**config.mk**
```make
export PLATFORM = sky130hd
export DESIGN_NAME = irq_entry_seq
export DESIGN_NICKNAME = d
export VERILOG_FILES = /design/src/rtl/irq_entry_pkg.sv /design/src/rtl/irq_pick.sv /design/src/rtl/irq_push.sv /design/src/rtl/irq_vec.sv /design/src/rtl/irq_entry_seq.sv
export SDC_FILE = /design/constraint.sdc
export NUM_CORES = 1
export LEC_CHECK = 0
export BUFFER_PORTS_ARGS = -buffer_cell sky130_fd_sc_hd__buf_2
export CORE_AREA = 5 5 117 119
export CTS_BUF_LIST = sky130_fd_sc_hd__clkbuf_8
export CTS_CLUSTER_SIZE = 8
export DETAILED_ROUTE_END_ITERATION = 6
export DIE_AREA = 0 0 122 124
export GPL_ROUTABILITY_DRIVEN = 0
export SETUP_SLACK_MARGIN = 0.5
export SLEW_MARGIN = 20
export SYNTH_ARGS = -nofsm -noshare
export SYNTH_HDL_FRONTEND = slang
export SYNTH_SLANG_ARGS = --single-unit
```
**constraint.sdc**
```tcl
create_clock -name clk -period 6.54 [get_ports clk]
set_clock_uncertainty 0.2 [all_clocks]
set_input_delay 1.308 -clock clk [delete_from_list [all_inputs] [get_ports clk]]
set_output_delay 1.308 -clock clk [all_outputs]
set_load 0.03 [all_outputs]
```
**src/rtl/irq_entry_pkg.sv**
```systemverilog
package irq_entry_pkg;

  typedef enum logic [1:0] {
    SEQ_IDLE = 2'd0,
    SEQ_PUSH = 2'd1,
    SEQ_LOAD = 2'd2
  } seq_state_e;

  localparam int unsigned PUSH_MAX = 3;

  // Strap decode: 2'b11 -> three bytes, 2'b10 -> two bytes, else one byte.
  function automatic logic [1:0] push_len(input logic [1:0] width_sel);
    case (width_sel)
      2'b11:   push_len = 2'd3;
      2'b10:   push_len = 2'd2;
      default: push_len = 2'd1;
    endcase
  endfunction

endpackage

```
**src/rtl/irq_pick.sv**
```systemverilog
module irq_pick #(
  parameter int unsigned NUM_SRC = 16,
  parameter int unsigned IDX_W   = 4
) (
  input  logic [NUM_SRC-1:0] pend,
  output logic               any,
  output logic [NUM_SRC-1:0] onehot,
  output logic [IDX_W-1:0]   idx
);

  logic [NUM_SRC-1:0] below;

  for (genvar g = 0; g < NUM_SRC; g++) begin : g_chain
    if (g == 0) begin : g_first
      assign below[g] = 1'b0;
    end else begin : g_rest
      assign below[g] = below[g-1] | pend[g-1];
    end
    assign onehot[g] = pend[g] & ~below[g];
  end

  always_comb begin
    idx = '0;
    for (int i = 0; i < NUM_SRC; i++) begin
      if (onehot[i]) idx = idx | IDX_W'(i);
    end
  end

  assign any = |pend;

endmodule

```
**src/rtl/irq_push.sv**
```systemverilog
module irq_push
  import irq_entry_pkg::*;
#(
  parameter int unsigned PC_W  = 22,
  parameter int unsigned SP_W  = 16,
  parameter int unsigned CNT_W = 2
) (
  input  logic             clk,
  input  logic             rst,
  input  logic             load,
  input  logic [PC_W-1:0]  cur_pc,
  input  logic [SP_W-1:0]  cur_sp,
  input  logic [CNT_W-1:0] len,
  input  logic             fire,
  output logic [SP_W-1:0]  addr,
  output logic [7:0]       data,
  output logic             last
);

  localparam int unsigned EXT_W = PUSH_MAX * 8;

  logic [SP_W-1:0]  sp_q;
  logic [EXT_W-1:0] pc_q;
  logic [CNT_W-1:0] cnt_q;
  logic [CNT_W-1:0] len_q;

  always_ff @(posedge clk) begin
    if (rst) begin
      sp_q  <= '0;
      pc_q  <= '0;
      cnt_q <= '0;
      len_q <= CNT_W'(1);
    end else if (load) begin
      sp_q  <= cur_sp;
      pc_q  <= EXT_W'(cur_pc);
      cnt_q <= '0;
      len_q <= len;
    end else if (fire) begin
      sp_q  <= sp_q - 1'b1;
      cnt_q <= cnt_q + 1'b1;
    end
  end

  always_comb begin
    data = '0;
    for (int b = 0; b < PUSH_MAX; b++) begin
      if (cnt_q == CNT_W'(b)) data = pc_q[b*8 +: 8];
    end
  end

  assign addr = sp_q;
  assign last = (cnt_q == len_q - 1'b1);

endmodule

```
**src/rtl/irq_vec.sv**
```systemverilog
module irq_vec #(
  parameter int unsigned VEC_W = 5,
  parameter int unsigned PC_W  = 22
) (
  input  logic [VEC_W-1:0] vec,
  input  logic             long_slot,
  output logic [PC_W-1:0]  target
);

  always_comb begin
    if (long_slot) target = PC_W'({vec, 1'b0});
    else           target = PC_W'(vec);
  end

endmodule

```
**src/rtl/irq_entry_seq.sv**
```systemverilog
module irq_entry_seq
  import irq_entry_pkg::*;
#(
  parameter int unsigned NUM_SRC = 16,
  parameter int unsigned PC_W    = 22,
  parameter int unsigned SP_W    = 16
) (
  input  logic               clk,
  input  logic               rst,
  input  logic [NUM_SRC-1:0] irq_pend,
  input  logic               rst_req,
  input  logic               gie,
  input  logic               skip_pending,
  input  logic [PC_W-1:0]    cur_pc,
  input  logic [SP_W-1:0]    cur_sp,
  input  logic               cfg_long_vec,
  input  logic [1:0]         cfg_pc_width,
  output logic               irq_req,
  output logic               busy,
  output logic               mem_wr_valid,
  input  logic               mem_wr_ready,
  output logic [SP_W-1:0]    mem_wr_addr,
  output logic [7:0]         mem_wr_data,
  output logic               entry_done,
  output logic [PC_W-1:0]    new_pc,
  output logic [SP_W-1:0]    new_sp,
  output logic [NUM_SRC-1:0] pend_clear,
  output logic               reset_ack
);

  localparam int unsigned IDX_W = (NUM_SRC > 1) ? $clog2(NUM_SRC) : 1;
  localparam int unsigned VEC_W = $clog2(NUM_SRC + 1);
  localparam int unsigned CNT_W = 2;

  seq_state_e state_q, state_d;

  logic               src_any;
  logic [NUM_SRC-1:0] src_onehot;
  logic [IDX_W-1:0]   src_idx;
  logic               accept;
  logic               fire;
  logic               push_last;
  logic [VEC_W-1:0]   vec_q;
  logic [NUM_SRC-1:0] clr_q;
  logic               rst_kind_q;
  logic               long_q;

  irq_pick #(.NUM_SRC(NUM_SRC), .IDX_W(IDX_W)) u_pick (
    .pend   (irq_pend),
    .any    (src_any),
    .onehot (src_onehot),
    .idx    (src_idx)
  );

  // Entry is considered only from idle, never across a pending skip.
  assign accept = (state_q == SEQ_IDLE) && !skip_pending && gie &&
                  (rst_req || src_any);
  assign fire   = mem_wr_valid && mem_wr_ready;

  irq_push #(.PC_W(PC_W), .SP_W(SP_W), .CNT_W(CNT_W)) u_push (
    .clk    (clk),
    .rst    (rst),
    .load   (accept),
    .cur_pc (cur_pc),
    .cur_sp (cur_sp),
    .len    (push_len(cfg_pc_width)),
    .fire   (fire),
    .addr   (mem_wr_addr),
    .data   (mem_wr_data),
    .last   (push_last)
  );

  irq_vec #(.VEC_W(VEC_W), .PC_W(PC_W)) u_vec (
    .vec       (vec_q),
    .long_slot (long_q),
    .target    (new_pc)
  );

  always_comb begin
    state_d = state_q;
    case (state_q)
      SEQ_IDLE: if (accept) state_d = SEQ_PUSH;
      SEQ_PUSH: if (fire && push_last) state_d = SEQ_LOAD;
      SEQ_LOAD: state_d = SEQ_IDLE;
      default:  state_d = SEQ_IDLE;
    endcase
  end

  always_ff @(posedge clk) begin
    if (rst) begin
      state_q    <= SEQ_IDLE;
      vec_q      <= '0;
      clr_q      <= '0;
      rst_kind_q <= 1'b0;
      long_q     <= 1'b0;
    end else begin
      state_q <= state_d;
      if (accept) begin
        long_q <= cfg_long_vec;
        if (rst_req) begin
          vec_q      <= '0;
          clr_q      <= '0;
          rst_kind_q <= 1'b1;
        end else begin
          vec_q      <= VEC_W'(src_idx) + 1'b1;
          clr_q      <= src_onehot;
          rst_kind_q <= 1'b0;
        end
      end
    end
  end

  assign irq_req      = src_any;
  assign busy         = (state_q != SEQ_IDLE);
  assign mem_wr_valid = (state_q == SEQ_PUSH);
  assign entry_done   = (state_q == SEQ_LOAD);
  assign new_sp       = mem_wr_addr;
  assign pend_clear   = entry_done ? clr_q : '0;
  assign reset_ack    = entry_done && rst_kind_q;

endmodule

```
==> results of run 1 <==
[critical path: stages]
cell,delay (ns)
buf_2,0.13
nor4_1,0.45
nand2_1,0.23
nor3_4,0.20
inv_2,0.10
buf_2,0.20
[final cells by class]
cell class / instances / area [µm²] / area share
Clock inverter: 6 / 67.56 / 0.01533
Clock buffer: 9 / 123.9 / 0.02810
Tap cell: 172 / 215.2 / 0.04882
Sequential cell: 67 / 1341 / 0.3043
Inverter: 14 / 52.55 / 0.01192
Timing Repair Buffer: 132 / 668.1 / 0.1516
Multi-Input combinational cell: 331 / 1939 / 0.4400
[logic make-up after synthesis]
kind of cell / after synthesis / share of synthesized area
AO/OA/AOI/OAI: 105 / 0.1985
XOR/XNOR: 12 / 0.02890
adder cells (fa/ha/maj): 5 / 0.01720
buffers and inverters: 68 / 0.1142
flip-flops: 67 / 0.3688
multiplexers: 5 / 0.01514
other: 1 / 0.001031
AND/OR/NAND/NOR: 188 / 0.2563
[flip-flops by register name (all words and copies together), names as in the netlist]
register	flops
long_q	1
u_push.pc_q	22
state_q	2
u_push.addr	16
clr_q	16
vec_q	5
rst_kind_q	1
u_push.cnt_q	2
u_push.len_q	2
[how the worst max path moves through the flow]
stage / startpoint / endpoint / cells past startpoint
after floorplan: irq_pend[1] / irq_req / 3
after global placement: irq_pend[13] / irq_req / 6
after detailed placement: irq_pend[13] / irq_req / 6
after CTS: irq_pend[13] / irq_req / 6
after global routing: irq_pend[13] / irq_req / 6
final: irq_pend[9] / irq_req / 6
[report_power, final]
part | switching, mW | internal (mW) | total, mW
Sequential | 0.0174 | 0.425 | 0.443
Combinational | 0.129 | 0.0626 | 0.192
Clock | 0.170 | 0.174 | 0.345
[cells in the mapped netlist, types with 6 or more instances]
master / count
nand2_1: 86
dfxtp_1: 67
a21oi_1: 43
buf_4: 35
nor2_1: 33
o21ai_0: 20
and2_1: 18
inv_1: 13
clkbuf_1: 10
a211oi_2: 9
a32o_1: 8
nor3_1: 8
nor4_1: 7
xnor2_1: 7
nand3_1: 6
[metal layers]
| layer | track usage | up-vias | routed length, µm |
|---|---|---|---|
| li1 | - | 1716 | - |
| met1 | 0.1612 | 1557 | 4429 |
| met2 | 0.2162 | 140 | 4475 |
| met3 | 0.04450 | 17 | 936 |
| met4 | 0.06723 | 0 | 234 |
| met5 | 0 | - | 0 |
[through the flow]
stage / worst slack [ns] / total power [mW] / utilization
final: 2.420 / 0.9798 / 0.3536
after global routing: 2.317 / 1.035 / 0.3536
after CTS: 2.430 / 0.9984 / 0.3534
after detailed placement: 2.433 / 0.6454 / 0.3381
after global placement: 2.474 / 0.6428 / 0.3381
after floorplan: 2.803 / 0.6015 / -
==> summary.md, run 1 <==
| Metric | Value |
|---|---|
| Cells after DPL | `716` |
| Worst hold path type | `reg2reg` |
| Dominant synthesized flop cell | `dfxtp_1` |
| Initial antenna violation count | `0` |
| Hold Vio Cnt, Final | `0` |
| Leak | `1.933 nW` |
| Pre-antenna DRT Iters | `4` |
| Worst-Margin Slew | `approximately 1 ns` |
| Vias in the first global route | `3,345` |
| Most common cell after layout, fill and taps aside | `buf_2` |
| Total wire length | `roughly 10,000 µm` |
| Routed via count | `3,430` |
| Endpoints failing setup | `0` |
| Status | `complete, no violations` |
| Startpoint types | `input port` |
| Setup CP Type | `in2out` |
| CTS Buf Count | `9` |
| # nets final | `approximately 620` |
| I/O pin count | `between 100 and 150` |
| Ranking of synthesized cells by area | `dfxtp_1 (37%), nand2_1 (8.9%), buf_4 (7.2%), a21oi_1 (5.9%), nor2_1 (3.4%)` |
| R2R Path Start | `state_q[0]` |
| FF-to-FF setup slack | `4.08 ns` |
| CP max FO | `5` |
| Clock root buffer | `clkbuf_8` |
| Worst r2r dst | `u_push.addr[10]` |
| Input/output buffers | `129` |
| Antenna viol nets, final | `0` |
| R2R cell count | `6` |
| Peak VDD IR | `between 0.0001 and 0.00015 V` |
| Sequential area share after synthesis | `0.3688` |
| Slew HR | `0.3198` |
| DIE WIDTH | `122 µm` |
| PostCTS Resize Cnt | `0` |
| Synth unique cells | `between 50 and 60` |
| Most frequent cells in the layout | `buf_2 (129), nand2_1 (86), dfxtp_1 (67), a21oi_1 (43), nor2_1 (33)` |
| # DRC | `0` |
| First-pass GRT wire length | `~16,000 µm` |
| Via density per instance | `approximately 4.7` |
| Synth top area share | `0.3688` |
| Fill count | `between 1,000 and 1,500` |
| Initial DRC Count | `209` |
| Hold Path Origin | `clr_q[0]` |
| Final instance area | `4408 µm²` |
| Worst Path Required | `slightly above 5 ns` |
| Hold_ws | `approximately 0.25 ns` |
| Gate Count Post-Synth | `around 450` |
| Max Cap Viol | `0` |
| Clk_lat worst skew | `0.35 ns` |
| Final std cells w/o fill | `~730` |
| Hold path cells | `2` |
| Number of synthesized flops with an enable pin | `0` |
| N_diodes | `0` |
| Mapped Area | `3637 µm²` |
| Worst-path clk slew | `around 0.08 ns` |
| Share of layout cells above drive strength 1 | `0.3166` |
| DP Wirelength | `between 7000 and 8000 µm` |
| Setup crit end kind | `primary output` |
| FMAX | `about 240 MHz` |
| Maximum clock insertion buffer count | `2` |
| CTS tree | `yes` |
| Core area | `approximately 12,000 µm²` |
| Syn avg cell area | `roughly 8.1 µm²` |
| Worst-case hold path end point | `clr_q[0]` |
| Fin crit period | `around 4.1 ns` |
| Area delta synth->final | `21.19%` |
| Final Max Tran Viols | `0` |
| Starting Density | `0.2918` |
| Setup TNS | `0 ns` |
| CTS sink cnt | `67` |
| Largest net degree at the start of global routing | `52` |
| Critical path data arrival time | `about 2.6 ns` |
| GRT Overall Usage | `0.1344` |
| Routed len/inst | `13.78 µm` |
| Row count | `41` |
| Die Span Y | `124 µm` |
| Post-CTS setup repair buffer count | `0` |
| Yosys reg bits | `between 60 and 70` |
| Final period util | `0.6300` |
| DP Area | `between 4000 and 5000 µm²` |
| H-tree depth | `3` |
| Gr ovfl total | `0` |
| # hold bufs at CTS | `0` |
| Ys Warns | `0` |
| Fraction of registers with async set/reset | `0` |
| Unrepaired setup endpoints after global routing | `no` |
| Leading area contributor after synthesis | `dfxtp_1` |
| Power Dens Cells | `~220 nW/µm²` |
| Die area | `15,130 µm²` |
No activity file was read; power rests on OpenSTA's default activity.
==> run 2, diff against run 1 <==
==> constraint.sdc (replaced) <==
create_clock -name clk -period 4.25 [get_ports clk]
set_clock_uncertainty 0.2 [all_clocks]
set_input_delay 0.85 -clock clk [delete_from_list [all_inputs] [get_ports clk]]
set_output_delay 0.85 -clock clk [all_outputs]
set_load 0.03 [all_outputs]
==> summary.md, run 2 (same netlist as run 1, synthesis figures left out) <==
| Metric | Value |
|---|---|
| Status | `complete, no violations` |
| Worst-path clk slew | `0.08 ns` |
| Final worst slack | `0.9690 ns` |
| Routed len/inst | `around 14 µm` |
| Power Dens Cells | `356.0 nW/µm²` |
| # nets final | `625` |
| Via density per instance | `4.653` |
| Worst-Margin Slew | `between 0.7 and 0.8 ns` |
| Unrepaired setup endpoints after global routing | `no` |
| Worst hold path type | `reg2reg` |
| Startpoint types | `input port` |
| # DRC | `0` |
| Hold_ws | `approximately 0.25 ns` |
| Slew HR | `0.5278` |
| I/O pin count | `146` |
| GR Util met2 | `0.2217` |
| # hold bufs at CTS | `0` |
| Fin crit period | `about 3.3 ns` |
| Setup CP Type | `in2out` |
| Fill count | `around 1,300` |
| Pre-antenna DRT Iters | `4` |
| CTS tree | `yes` |
| GRT Overall Usage | `0.1349` |
| Pre-CTS setup slack | `around 0.96 ns` |
| Max Cap Viol | `0` |
| Final period util | `0.7720` |
| Starting Density | `0.2918` |
| H-tree depth | `3` |
| CTS sink cnt | `67` |
| GRT met1 Usage | `0.1609` |
| Max reg flops | `22` |
| Input/output buffers | `between 100 and 150` |
| CTS Buf Count | `9` |
| Gr ovfl total | `0` |
| Antenna viol nets, final | `0` |
| Core area | `around 12,000 µm²` |
| FMAX | `just over 300 MHz` |
| Peak VDD IR | `between 0.0001 and 0.00015 V` |
| Endpoints failing setup | `0` |
| N_diodes | `0` |
| Share of layout cells above drive strength 1 | `0.3203` |
| Initial DRC Count | `203` |
| Setup TNS | `0 ns` |
| PostCTS Resize Cnt | `0` |
| Net Sw Power | `between 500 and 600 µW` |
| Seq pwr share | `0.429` |
| Total wire length | `10,300 µm` |
| Hold Vio Cnt, Final | `0` |
| Maximum clock insertion buffer count | `2` |
| Worst Path Required | `roughly 3.2 ns` |
| Power Internal | `1.086 mW` |
| Area delta synth->final | `22.53%` |
| CP max FO | `5` |
| Most common cell after layout, fill and taps aside | `buf_2` |
| Combinational fraction of design power | `0.187` |
| Post-CTS setup repair buffer count | `0` |
| Leak | `approximately 2.0 nW` |
| Vias in the first global route | `3,328` |
| Final std cells w/o fill | `around 730` |
| Die area | `between 15,000 and 20,000 µm²` |
| Routed via count | `about 3,400` |
| Sw Ratio | `0.3156` |
| Clock Power Share | `0.383` |
| Most frequent cells in the layout | `buf_2 (129), nand2_1 (86), dfxtp_1 (67), a21oi_1 (43), nor2_1 (33)` |
| Critical path data arrival time | `approximately 2.2 ns` |
| Largest reg by FF count | `u_push.pc_q` |
| Initial antenna violation count | `0` |
| DIE WIDTH | `between 100 and 150 µm` |
| Global routing usage on met3 | `0.04995` |
| Die Span Y | `around 120 µm` |
| First-pass GRT wire length | `between 15,000 and 20,000 µm` |
| Cells after DPL | `about 700` |
| Largest net degree at the start of global routing | `48` |
| Row count | `41` |
| DP Wirelength | `approximately 7800 µm` |
| GRT busiest layer | `met2` |
| Clock root buffer | `clkbuf_8` |
| Clk_lat worst skew | `about 0.36 ns` |
| Setup crit end kind | `primary output` |
| Final Max Tran Viols | `0` |
## run 2: per-layer routing
| metal | wire length [µm] | part of all wire | up-vias |
|---|---|---|---|
| li1 | - | - | 1716 |
| met1 | 4430 | 0.43 | 1552 |
| met2 | 4844 | 0.47 | 139 |
| met3 | 933 | 0.091 | 8 |
| met4 | 92 | 0.0089 | 0 |
| met5 | 0 | 0 | - |
## run 2: cell type report
type,count,area (µm²),area share
sequential,67,1341,0.3010
tap,172,215.2,0.04829
timing repair buffer,134,683.2,0.1533
inverter,14,52.55,0.01179
clock buffer,9,123.9,0.02779
multi-input combinational,331,1939,0.4351
clock inverter,7,101.3,0.02274
## run 2: path summary, 6_finish.rpt
kind | start | to | slack [ns] | cells after the start
worst max-delay path | irq_pend[9] | irq_req | 0.97 | 6
worst min-delay path | clr_q[8] | clr_q[8] | 0.25 | 2
worst max register to register | state_q[0] | u_push.addr[10] | 1.46 | 6
worst min register to register | clr_q[8] | clr_q[8] | 0.25 | 2
## run 2: power by group through the flow
| stage | clock (mW) | combinational [mW] | sequential [mW] |
|---|---|---|---|
| after floorplan | 0 | 0.211 | 0.715 |
| after global placement | 0 | 0.297 | 0.695 |
| after detailed placement | 0 | 0.299 | 0.696 |
| after CTS | 0.632 | 0.300 | 0.681 |
| after global routing | 0.661 | 0.324 | 0.687 |
| final | 0.608 | 0.297 | 0.681 |
## run 2: critical path, cell delays in order
cell and delay (ns):
buf_2 0.12, nor4_1 0.48, nand2_1 0.26, nor3_4 0.22, inv_2 0.10, buf_2 0.20
## run 2: through the flow
stage	area, µm²	power (mW)	util
finish	4457	1.587	0.3575
global route	4457	1.672	0.3575
CTS	4454	1.613	0.3573
detailed placement	4229	0.9951	0.3393
global placement	4229	0.9918	0.3393
floorplan	3694	0.9255	-
